===== config.mk =====
export PLATFORM = sky130hd
export DESIGN_NAME = mscnt_top
export DESIGN_NICKNAME = d
export VERILOG_FILES = /design/src/rtl/mscnt_pkg.sv /design/src/rtl/mscnt_pin_sync.sv /design/src/rtl/mscnt_regs.sv /design/src/rtl/mscnt_engine.sv /design/src/rtl/mscnt_top.sv
export SDC_FILE = /design/constraint.sdc
export NUM_CORES = 1
export LEC_CHECK = 0
export CORE_ASPECT_RATIO = 1.1
export CORE_MARGIN = 3
export CORE_UTILIZATION = 55
export CTS_CLUSTER_DIAMETER = 60
export CTS_CLUSTER_SIZE = 12
export DETAILED_ROUTE_END_ITERATION = 16
export DONT_BUFFER_PORTS = 1
export PLACE_DENSITY = 0.74
export SLEW_MARGIN = 40
export SYNTH_ARGS = -nofsm -noshare
export SYNTH_HDL_FRONTEND = slang
export SYNTH_SLANG_ARGS = --single-unit

===== constraint.sdc =====
create_clock -name clk -period 3.3 [get_ports clk]
set_clock_uncertainty 0.15 [all_clocks]
set_input_delay 0.825 -clock clk [delete_from_list [all_inputs] [get_ports clk]]
set_output_delay 0.825 -clock clk [all_outputs]
set_load 0.05 [all_outputs]

===== src/rtl/mscnt_pkg.sv =====
`timescale 1ns/1ps
package mscnt_pkg;

    localparam int ADDR_W = 4;

    localparam logic [ADDR_W-1:0] OFS_CTL = 4'h0;
    localparam logic [ADDR_W-1:0] OFS_MOD = 4'h4;
    localparam logic [ADDR_W-1:0] OFS_CNT = 4'h8;
    localparam logic [ADDR_W-1:0] OFS_LIM = 4'hC;

    localparam int CTL_EN  = 0;
    localparam int CTL_DIR = 1;
    localparam int CTL_PRE = 2;

    typedef enum logic [2:0] {
        MD_FREE    = 3'd0,
        MD_QUAD_B  = 3'd1,
        MD_QUAD_A  = 3'd2,
        MD_QUAD_AB = 3'd3,
        MD_RESTART = 3'd4,
        MD_GATE    = 3'd5,
        MD_START   = 3'd6,
        MD_IDLE    = 3'd7
    } mode_e;

    typedef struct packed {
        logic preload;
        logic dir;
        logic en;
    } ctl_t;

    typedef struct packed {
        logic lvl;
        logic rise;
    } pin_t;

    function automatic logic is_quad(mode_e m);
        return (m == MD_QUAD_B) || (m == MD_QUAD_A) || (m == MD_QUAD_AB);
    endfunction

endpackage


===== src/rtl/mscnt_pin_sync.sv =====
`timescale 1ns/1ps
module mscnt_pin_sync
    import mscnt_pkg::*;
#(
    parameter int STAGES = 2
) (
    input  logic clk,
    input  logic rst,
    input  logic pin_i,
    output pin_t pin_o
);
    localparam int DEPTH = STAGES + 1;

    logic [DEPTH-1:0] sr_q;

    always_ff @(posedge clk) begin
        if (rst) sr_q <= '0;
        else     sr_q <= {sr_q[DEPTH-2:0], pin_i};
    end

    always_comb begin
        pin_o.lvl  = sr_q[STAGES-1];
        pin_o.rise = sr_q[STAGES-1] & ~sr_q[STAGES];
    end

    AST_RISE_SINGLE: assert property (@(posedge clk) disable iff (rst)
        pin_o.rise |=> !pin_o.rise);
endmodule


===== src/rtl/mscnt_regs.sv =====
`timescale 1ns/1ps
module mscnt_regs
    import mscnt_pkg::*;
#(
    parameter int          W          = 16,
    parameter logic [W-1:0] RST_LIMIT = {W{1'b1}}
) (
    input  logic              clk,
    input  logic              rst,
    input  logic              bus_we,
    input  logic [ADDR_W-1:0] bus_addr,
    input  logic [W-1:0]      bus_wdata,
    output logic [W-1:0]      bus_rdata,
    input  logic [W-1:0]      cnt_i,
    input  logic              wrap_i,
    input  logic              hw_dir_vld_i,
    input  logic              hw_dir_i,
    output ctl_t              ctl_o,
    output mode_e             mode_o,
    output logic [W-1:0]      lim_act_o,
    output logic [W-1:0]      lim_shd_o,
    output logic              cnt_we_o,
    output logic [W-1:0]      cnt_wdata_o
);
    ctl_t         ctl_q;
    mode_e        mode_q;
    logic [W-1:0] act_q, shd_q;
    logic         we_ctl, we_mod, we_lim;

    assign we_ctl = bus_we && (bus_addr == OFS_CTL);
    assign we_mod = bus_we && (bus_addr == OFS_MOD);
    assign we_lim = bus_we && (bus_addr == OFS_LIM);

    always_ff @(posedge clk) begin
        if (rst) begin
            ctl_q  <= '0;
            mode_q <= MD_FREE;
            act_q  <= RST_LIMIT;
            shd_q  <= RST_LIMIT;
        end else begin
            if (we_ctl) begin
                ctl_q.en      <= bus_wdata[CTL_EN];
                ctl_q.preload <= bus_wdata[CTL_PRE];
            end
            if (hw_dir_vld_i)
                ctl_q.dir <= hw_dir_i;
            else if (we_ctl && !is_quad(mode_q))
                ctl_q.dir <= bus_wdata[CTL_DIR];
            if (we_mod)
                mode_q <= mode_e'(bus_wdata[2:0]);
            if (we_lim)
                shd_q <= bus_wdata;
            if (we_lim && !ctl_q.preload)
                act_q <= bus_wdata;
            else if (ctl_q.preload && wrap_i)
                act_q <= shd_q;
        end
    end

    always_comb begin
        bus_rdata = '0;
        unique case (bus_addr)
            OFS_CTL: begin
                bus_rdata[CTL_EN]  = ctl_q.en;
                bus_rdata[CTL_DIR] = ctl_q.dir;
                bus_rdata[CTL_PRE] = ctl_q.preload;
            end
            OFS_MOD: bus_rdata[2:0] = mode_q;
            OFS_CNT: bus_rdata = cnt_i;
            OFS_LIM: bus_rdata = shd_q;
            default: bus_rdata = '0;
        endcase
    end

    assign ctl_o       = ctl_q;
    assign mode_o      = mode_q;
    assign lim_act_o   = act_q;
    assign lim_shd_o   = shd_q;
    assign cnt_we_o    = bus_we && (bus_addr == OFS_CNT);
    assign cnt_wdata_o = bus_wdata;

    AST_PRELOAD_DEFER: assert property (@(posedge clk) disable iff (rst)
        (ctl_q.preload && !wrap_i) |=> $stable(act_q));
    AST_QUAD_DIR_KEEP: assert property (@(posedge clk) disable iff (rst)
        (is_quad(mode_q) && !hw_dir_vld_i) |=> $stable(ctl_q.dir));
endmodule


===== src/rtl/mscnt_engine.sv =====
`timescale 1ns/1ps
module mscnt_engine
    import mscnt_pkg::*;
#(
    parameter int W = 16
) (
    input  logic         clk,
    input  logic         rst,
    input  ctl_t         ctl_i,
    input  mode_e        mode_i,
    input  pin_t         pa_i,
    input  pin_t         pb_i,
    input  logic [W-1:0] lim_act_i,
    input  logic [W-1:0] lim_shd_i,
    input  logic         cnt_we_i,
    input  logic [W-1:0] cnt_wdata_i,
    output logic [W-1:0] cnt_o,
    output logic         evt_o,
    output logic         wrap_o,
    output logic         hw_dir_vld_o,
    output logic         hw_dir_o
);
    logic [W-1:0] cnt_q;
    logic         evt_q, started_q;
    logic         step, step_dn, restart;

    always_comb begin
        step         = 1'b0;
        restart      = 1'b0;
        step_dn      = ctl_i.dir;
        hw_dir_vld_o = 1'b0;
        unique case (mode_i)
            MD_FREE: step = ctl_i.en;
            MD_QUAD_B: if (ctl_i.en && pb_i.rise) begin
                step = 1'b1;
                step_dn = ~pa_i.lvl;
                hw_dir_vld_o = 1'b1;
            end
            MD_QUAD_A: if (ctl_i.en && pa_i.rise) begin
                step = 1'b1;
                step_dn = pb_i.lvl;
                hw_dir_vld_o = 1'b1;
            end
            MD_QUAD_AB: if (ctl_i.en && (pa_i.rise ^ pb_i.rise)) begin
                step = 1'b1;
                step_dn = pa_i.rise ? pb_i.lvl : ~pa_i.lvl;
                hw_dir_vld_o = 1'b1;
            end
            MD_RESTART: if (ctl_i.en) begin
                restart = pa_i.rise;
                step = ~pa_i.rise;
            end
            MD_GATE:  step = ctl_i.en && pa_i.lvl;
            MD_START: step = ctl_i.en && started_q;
            default:  step = 1'b0;
        endcase
        hw_dir_o = step_dn;
        wrap_o   = step && !cnt_we_i &&
                   (step_dn ? (cnt_q == '0) : (cnt_q >= lim_act_i));
    end

    always_ff @(posedge clk) begin
        if (rst) begin
            cnt_q     <= '0;
            evt_q     <= 1'b0;
            started_q <= 1'b0;
        end else begin
            evt_q <= wrap_o;
            if (!ctl_i.en || mode_i != MD_START) started_q <= 1'b0;
            else if (pa_i.rise)                   started_q <= 1'b1;
            if (cnt_we_i)
                cnt_q <= cnt_wdata_i;
            else if (restart)
                cnt_q <= ctl_i.dir ? lim_act_i : '0;
            else if (step) begin
                if (step_dn) cnt_q <= wrap_o ? lim_shd_i : cnt_q - 1'b1;
                else         cnt_q <= wrap_o ? '0 : cnt_q + 1'b1;
            end
        end
    end

    assign cnt_o = cnt_q;
    assign evt_o = evt_q;

    AST_DISABLED_HOLD: assert property (@(posedge clk) disable iff (rst)
        (!ctl_i.en && !cnt_we_i) |=> $stable(cnt_q));
    AST_UP_WRAP_ZERO: assert property (@(posedge clk) disable iff (rst)
        (wrap_o && !step_dn) |=> (evt_q && cnt_q == '0));
    AST_DN_WRAP_LIMIT: assert property (@(posedge clk) disable iff (rst)
        (wrap_o && step_dn) |=> (evt_q && cnt_q == $past(lim_shd_i)));
    AST_GATE_HOLD: assert property (@(posedge clk) disable iff (rst)
        (mode_i == MD_GATE && !pa_i.lvl && !cnt_we_i) |=> $stable(cnt_q));
endmodule


===== src/rtl/mscnt_top.sv =====
`timescale 1ns/1ps
module mscnt_top
    import mscnt_pkg::*;
#(
    parameter int W         = 16,
    parameter int SYNC_STGS = 2
) (
    input  logic              clk,
    input  logic              rst,
    input  logic              bus_we,
    input  logic [ADDR_W-1:0] bus_addr,
    input  logic [W-1:0]      bus_wdata,
    output logic [W-1:0]      bus_rdata,
    input  logic              pin_a,
    input  logic              pin_b,
    output logic              evt_o,
    output logic              dir_o
);
    localparam int NPIN = 2;

    logic [NPIN-1:0] pins_raw;
    pin_t [NPIN-1:0] pins;
    ctl_t            ctl;
    mode_e           mode;
    logic [W-1:0]    lim_act, lim_shd, cnt, cnt_wdata;
    logic            cnt_we, wrap, hw_dir_vld, hw_dir;

    assign pins_raw = {pin_b, pin_a};

    for (genvar g = 0; g < NPIN; g++) begin : g_sync
        mscnt_pin_sync #(.STAGES(SYNC_STGS)) u_sync (
            .clk(clk), .rst(rst), .pin_i(pins_raw[g]), .pin_o(pins[g])
        );
    end

    mscnt_regs #(.W(W)) u_regs (
        .clk(clk), .rst(rst),
        .bus_we(bus_we), .bus_addr(bus_addr), .bus_wdata(bus_wdata),
        .bus_rdata(bus_rdata),
        .cnt_i(cnt), .wrap_i(wrap),
        .hw_dir_vld_i(hw_dir_vld), .hw_dir_i(hw_dir),
        .ctl_o(ctl), .mode_o(mode),
        .lim_act_o(lim_act), .lim_shd_o(lim_shd),
        .cnt_we_o(cnt_we), .cnt_wdata_o(cnt_wdata)
    );

    mscnt_engine #(.W(W)) u_eng (
        .clk(clk), .rst(rst),
        .ctl_i(ctl), .mode_i(mode),
        .pa_i(pins[0]), .pb_i(pins[1]),
        .lim_act_i(lim_act), .lim_shd_i(lim_shd),
        .cnt_we_i(cnt_we), .cnt_wdata_i(cnt_wdata),
        .cnt_o(cnt), .evt_o(evt_o), .wrap_o(wrap),
        .hw_dir_vld_o(hw_dir_vld), .hw_dir_o(hw_dir)
    );

    assign dir_o = ctl.dir;
endmodule


==> flow_summary_export.csv <==
group,metric,value,unit
clock_tree,insertion_delay,360,ps
yosys,synth-seq-cells,62,
yosys,synth_edf_count,0,
clock_tree,cts_tree,"yes",
placed_design,globalplace.congestion,1.02,
grt,globalRoute.totalOverflow,0,
route,vias,4827,
pwr,p_sw,0.000508,W
pwr,powerDensity,347,nW/µm²
route,wl,15.3,mm
pwr,p_comb_frac,0.125,
setup_path,cp-start-kind,"flop",
sta,setup_viol,0,
die,core-area,8040,µm²
clock_tree,clock_path_buffers,2,
grt,grtUsageTotal,0.334,
setup_path,critical_path_required,3400,ps
pwr,swShare,0.283,
yosys,synth-xor-area-share,0.0247,
pwr,power_frac_clock,0.429,
yosys,yosys.area_share.adder,0.0488,
pwr,p_int,0.00129,W
clock_tree,holdBufCountCts,0,
setup_path,worstSetupPathType,"reg -> reg",
pwr,p_leak,2.16,nW
grt,grt_pass1_wl,24.7,mm
route,wl_per_cell,21.5,µm
grt,grt_max_degree,58,
route,drc,0,
sta,holdWs,302,ps
clock_tree,cts_resized,0,
yosys,yosysSeqAreaShare,0.269,
sta,min_period,3010,ps
pwr,p_seq_frac,0.446,
grt,grt_pass1_vias,4536,
die,die_h,102,µm
yosys,synth_warnings,0,
setup_path,worstPathMaxFanout,11,
sta,hold_viol,0,
route,detail-route-antenna-nets,0,
sta,worst_pin_slew,726,ps
yosys,synth_compound_area_frac,0.250,
yosys,ys_async_sr_fraction,0,
setup_path,slowest_delay,540,ps
yosys,ys.flop_type,"dfxtp_1",
cells_and_area,syn_to_final_growth,12.1,%
clock_tree,post_cts_buffers,0,
yosys,syn_inst,602,
die,start_util,0.574,
cells_and_area,fin_cells,714,
yosys,synth_area_per_cell,7.67,µm²
setup_path,slowest_stage,"a22oi_1",
clock_tree,cts-buffers-inserted,9,
grt,antenna_found_initial,0,
placed_design,portBuffers,0,
clock_tree,clock_sinks,62,
die,ioPinCount,43,
cells_and_area,antenna_cells,0,
route,drtIter0Drc,444,
setup_path,crit_arrival,3100,ps
sta,rsz0062_at_grt,"false",
sta,setup_ws,293,ps
clock_tree,path_clk_slew,70,ps
setup_path,end_kind,"flop",
worst_hold_path,hold_path.class,"reg -> reg",
cells_and_area,fin_nets,644,
cells_and_area,utilization,0.644,
yosys,synth-simple-area-share,0.303,
route,first_pass_iters,5,
pwr,power.ir.vdd_worst,0.281,mV
run,cap_violations,0,
setup_path,crit_chain,"inv_1 > ha_1 > o211ai_1 > a21oi_1 > o2111ai_1 > a22oi_1 > o211a_4 > nand2_2 > a221oi_1",
placed_design,placed_cells,698,
clock_tree,htreeDepth,3,
status,status,"finished clean",
die,die_x,93.4,µm
die,die_area,9530,µm²
die,rows,34,
yosys,yosys-mux-area-fraction,0.0263,
clock_tree,cts_root_buffer,"clkbuf_8",
sta,setup-tns-final,0,ps
placed_design,hpwl,11.2,mm
yosys,syn_nets,645,
route,via_per_inst,6.76,
placed_design,dp_slack,385,ps
setup_path,crit-reg2reg-launch,"u_regs.lim_act_o[3]$_SDFFE_PP1P_",
cells_and_area,drive_above_1_share,0.122,
sta,post-route-period-util,0.911,
yosys,syn_area,4620,µm²
setup_path,critical_path.startpoint,"u_regs.lim_act_o[3]$_SDFFE_PP1P_",
yosys,synth_top_family_by_area,"simple AND/OR/NAND/NOR gates",
sta,finalMaxSlewViolations,0,
yosys,ys_types,73,
sta,slew_headroom,0.512,
sta,timing.fmax,0.333,GHz
worst_hold_path,min-delay-start,"g_sync[1].u_sync.sr_q[0]$_SDFF_PP0_",
-- critical path: cells and delay by family, from the launching register on --
family          cells  cell delay [ps]
fa+ha+maj           1              320
flops               1              410
simple gates        1              170
buf+inv             1               60
compound gates      6             1780
-- per-layer routing --
layer	vias up	global-route usage	share of wire
li1	2248	-	-
met3	33	0.0943	0.12
met2	289	0.484	0.43
met4	0	0.112	0.020
met1	2257	0.477	0.44
met5	-	0	0
-- cells in the mapped netlist, types with 5 or more instances --
cell	number	area [µm²]
buf_2	13	65.1
a31oi_1	9	56.3
o21ai_0	19	95.1
nand3b_1	8	60.1
nand2b_1	10	62.6
a22oi_1	5	37.5
o22ai_1	6	37.5
ha_1	18	225
mux2i_1	11	110
nor4_1	18	113
buf_4	7	52.6
dfxtp_1	62	1240
nor3_1	25	125
nand3_1	44	220
inv_1	27	101
xor2_1	5	43.8
o221ai_1	9	78.8
a22o_1	13	114
a211oi_1	8	60.1
xnor2_1	8	70.1
nor2b_1	9	56.3
nor2_1	52	195
clkbuf_1	21	78.8
a21oi_1	27	135
a221oi_1	18	158
nand2_1	63	236
nand4_1	5	31.3
-- registers in the layout, summed over array words and instances (netlist names) --
name and flops:
u_eng.cnt_o 16, u_regs.lim_act_o 16, u_regs.lim_shd_o 16, g_sync.u_sync.sr_q 6, u_regs.ctl_o 3, u_regs.mode_o 3, u_eng.evt_o 1, u_eng.started_q 1
-- cells by family (layout without fill, tap and decap cells) --
group / after synthesis / in the layout
XOR/XNOR: 13 / 13
multiplexers: 12 / 12
AND/OR/NAND/NOR: 269 / 269
buffers and inverters: 75 / 79
adder cells (fa/ha/maj): 18 / 18
flip-flops: 62 / 62
AO/OA/AOI/OAI: 153 / 153
-- final cells by class --
type | count | area [µm²]
clock buffers | 10 | 128
clock inverters | 6 | 86.3
fillers | 709 | 2870
inverters | 28 | 105
multi-input cells | 465 | 3020
flip-flops and latches | 62 | 1240
well taps | 108 | 135
repair buffers | 35 | 463
-- through the flow --
stage / total power [W] / instance area [µm²]
2_1_floorplan: 0.000982 / 4620
3_3_place_gp: 0.00103 / 4960
3_5_place_dp: 0.00104 / 4960
4_1_cts: 0.00179 / 5170
5_1_grt: 0.00185 / 5170
6_report: 0.00180 / 5170
-- path summary, 6_finish.rpt --
kind | end | slack, ps | depth (start not counted)
hold / removal | g_sync[1].u_sync.sr_q[1]$_SDFF_PP0_ | 300 | 1
setup / recovery | u_regs.lim_act_o[5]$_SDFFE_PP1P_ | 290 | 9
setup reg to reg | u_regs.lim_act_o[5]$_SDFFE_PP1P_ | 290 | 9
hold reg to reg | g_sync[1].u_sync.sr_q[1]$_SDFF_PP0_ | 300 | 1
-- cell usage in the layout (no fill, tap or decap), types with 5 or more instances in the layout --
cell type,synthesis,final
a211oi_1,8,8
a21oi_1,27,27
a221oi_1,18,18
a22o_1,13,13
a22oi_1,5,5
a31oi_1,9,9
buf_12,0,16
buf_4,7,19
clkbuf_8,0,9
dfxtp_1,62,62
ha_1,18,18
inv_1,27,27
mux2i_1,11,11
nand2_1,63,63
nand2b_1,10,10
nand3_1,44,44
nand3b_1,8,8
nand4_1,5,5
nor2_1,52,51
nor2b_1,9,9
nor3_1,25,25
nor4_1,18,18
o21ai_0,19,19
o221ai_1,9,9
o22ai_1,6,6
xnor2_1,8,8
xor2_1,5,5
-- power groups by stage --
stage | clock network (W) | logic [W] | registers, W
after global placement | 0 | 0.000219 | 0.000815
after global routing | 0.000799 | 0.000245 | 0.000803
after floorplan | 0 | 0.000185 | 0.000798
after detailed placement | 0 | 0.000221 | 0.000816
final | 0.000771 | 0.000225 | 0.000801
after CTS | 0.000770 | 0.000222 | 0.000799
Note: power is estimated with default switching activity, not from simulation.
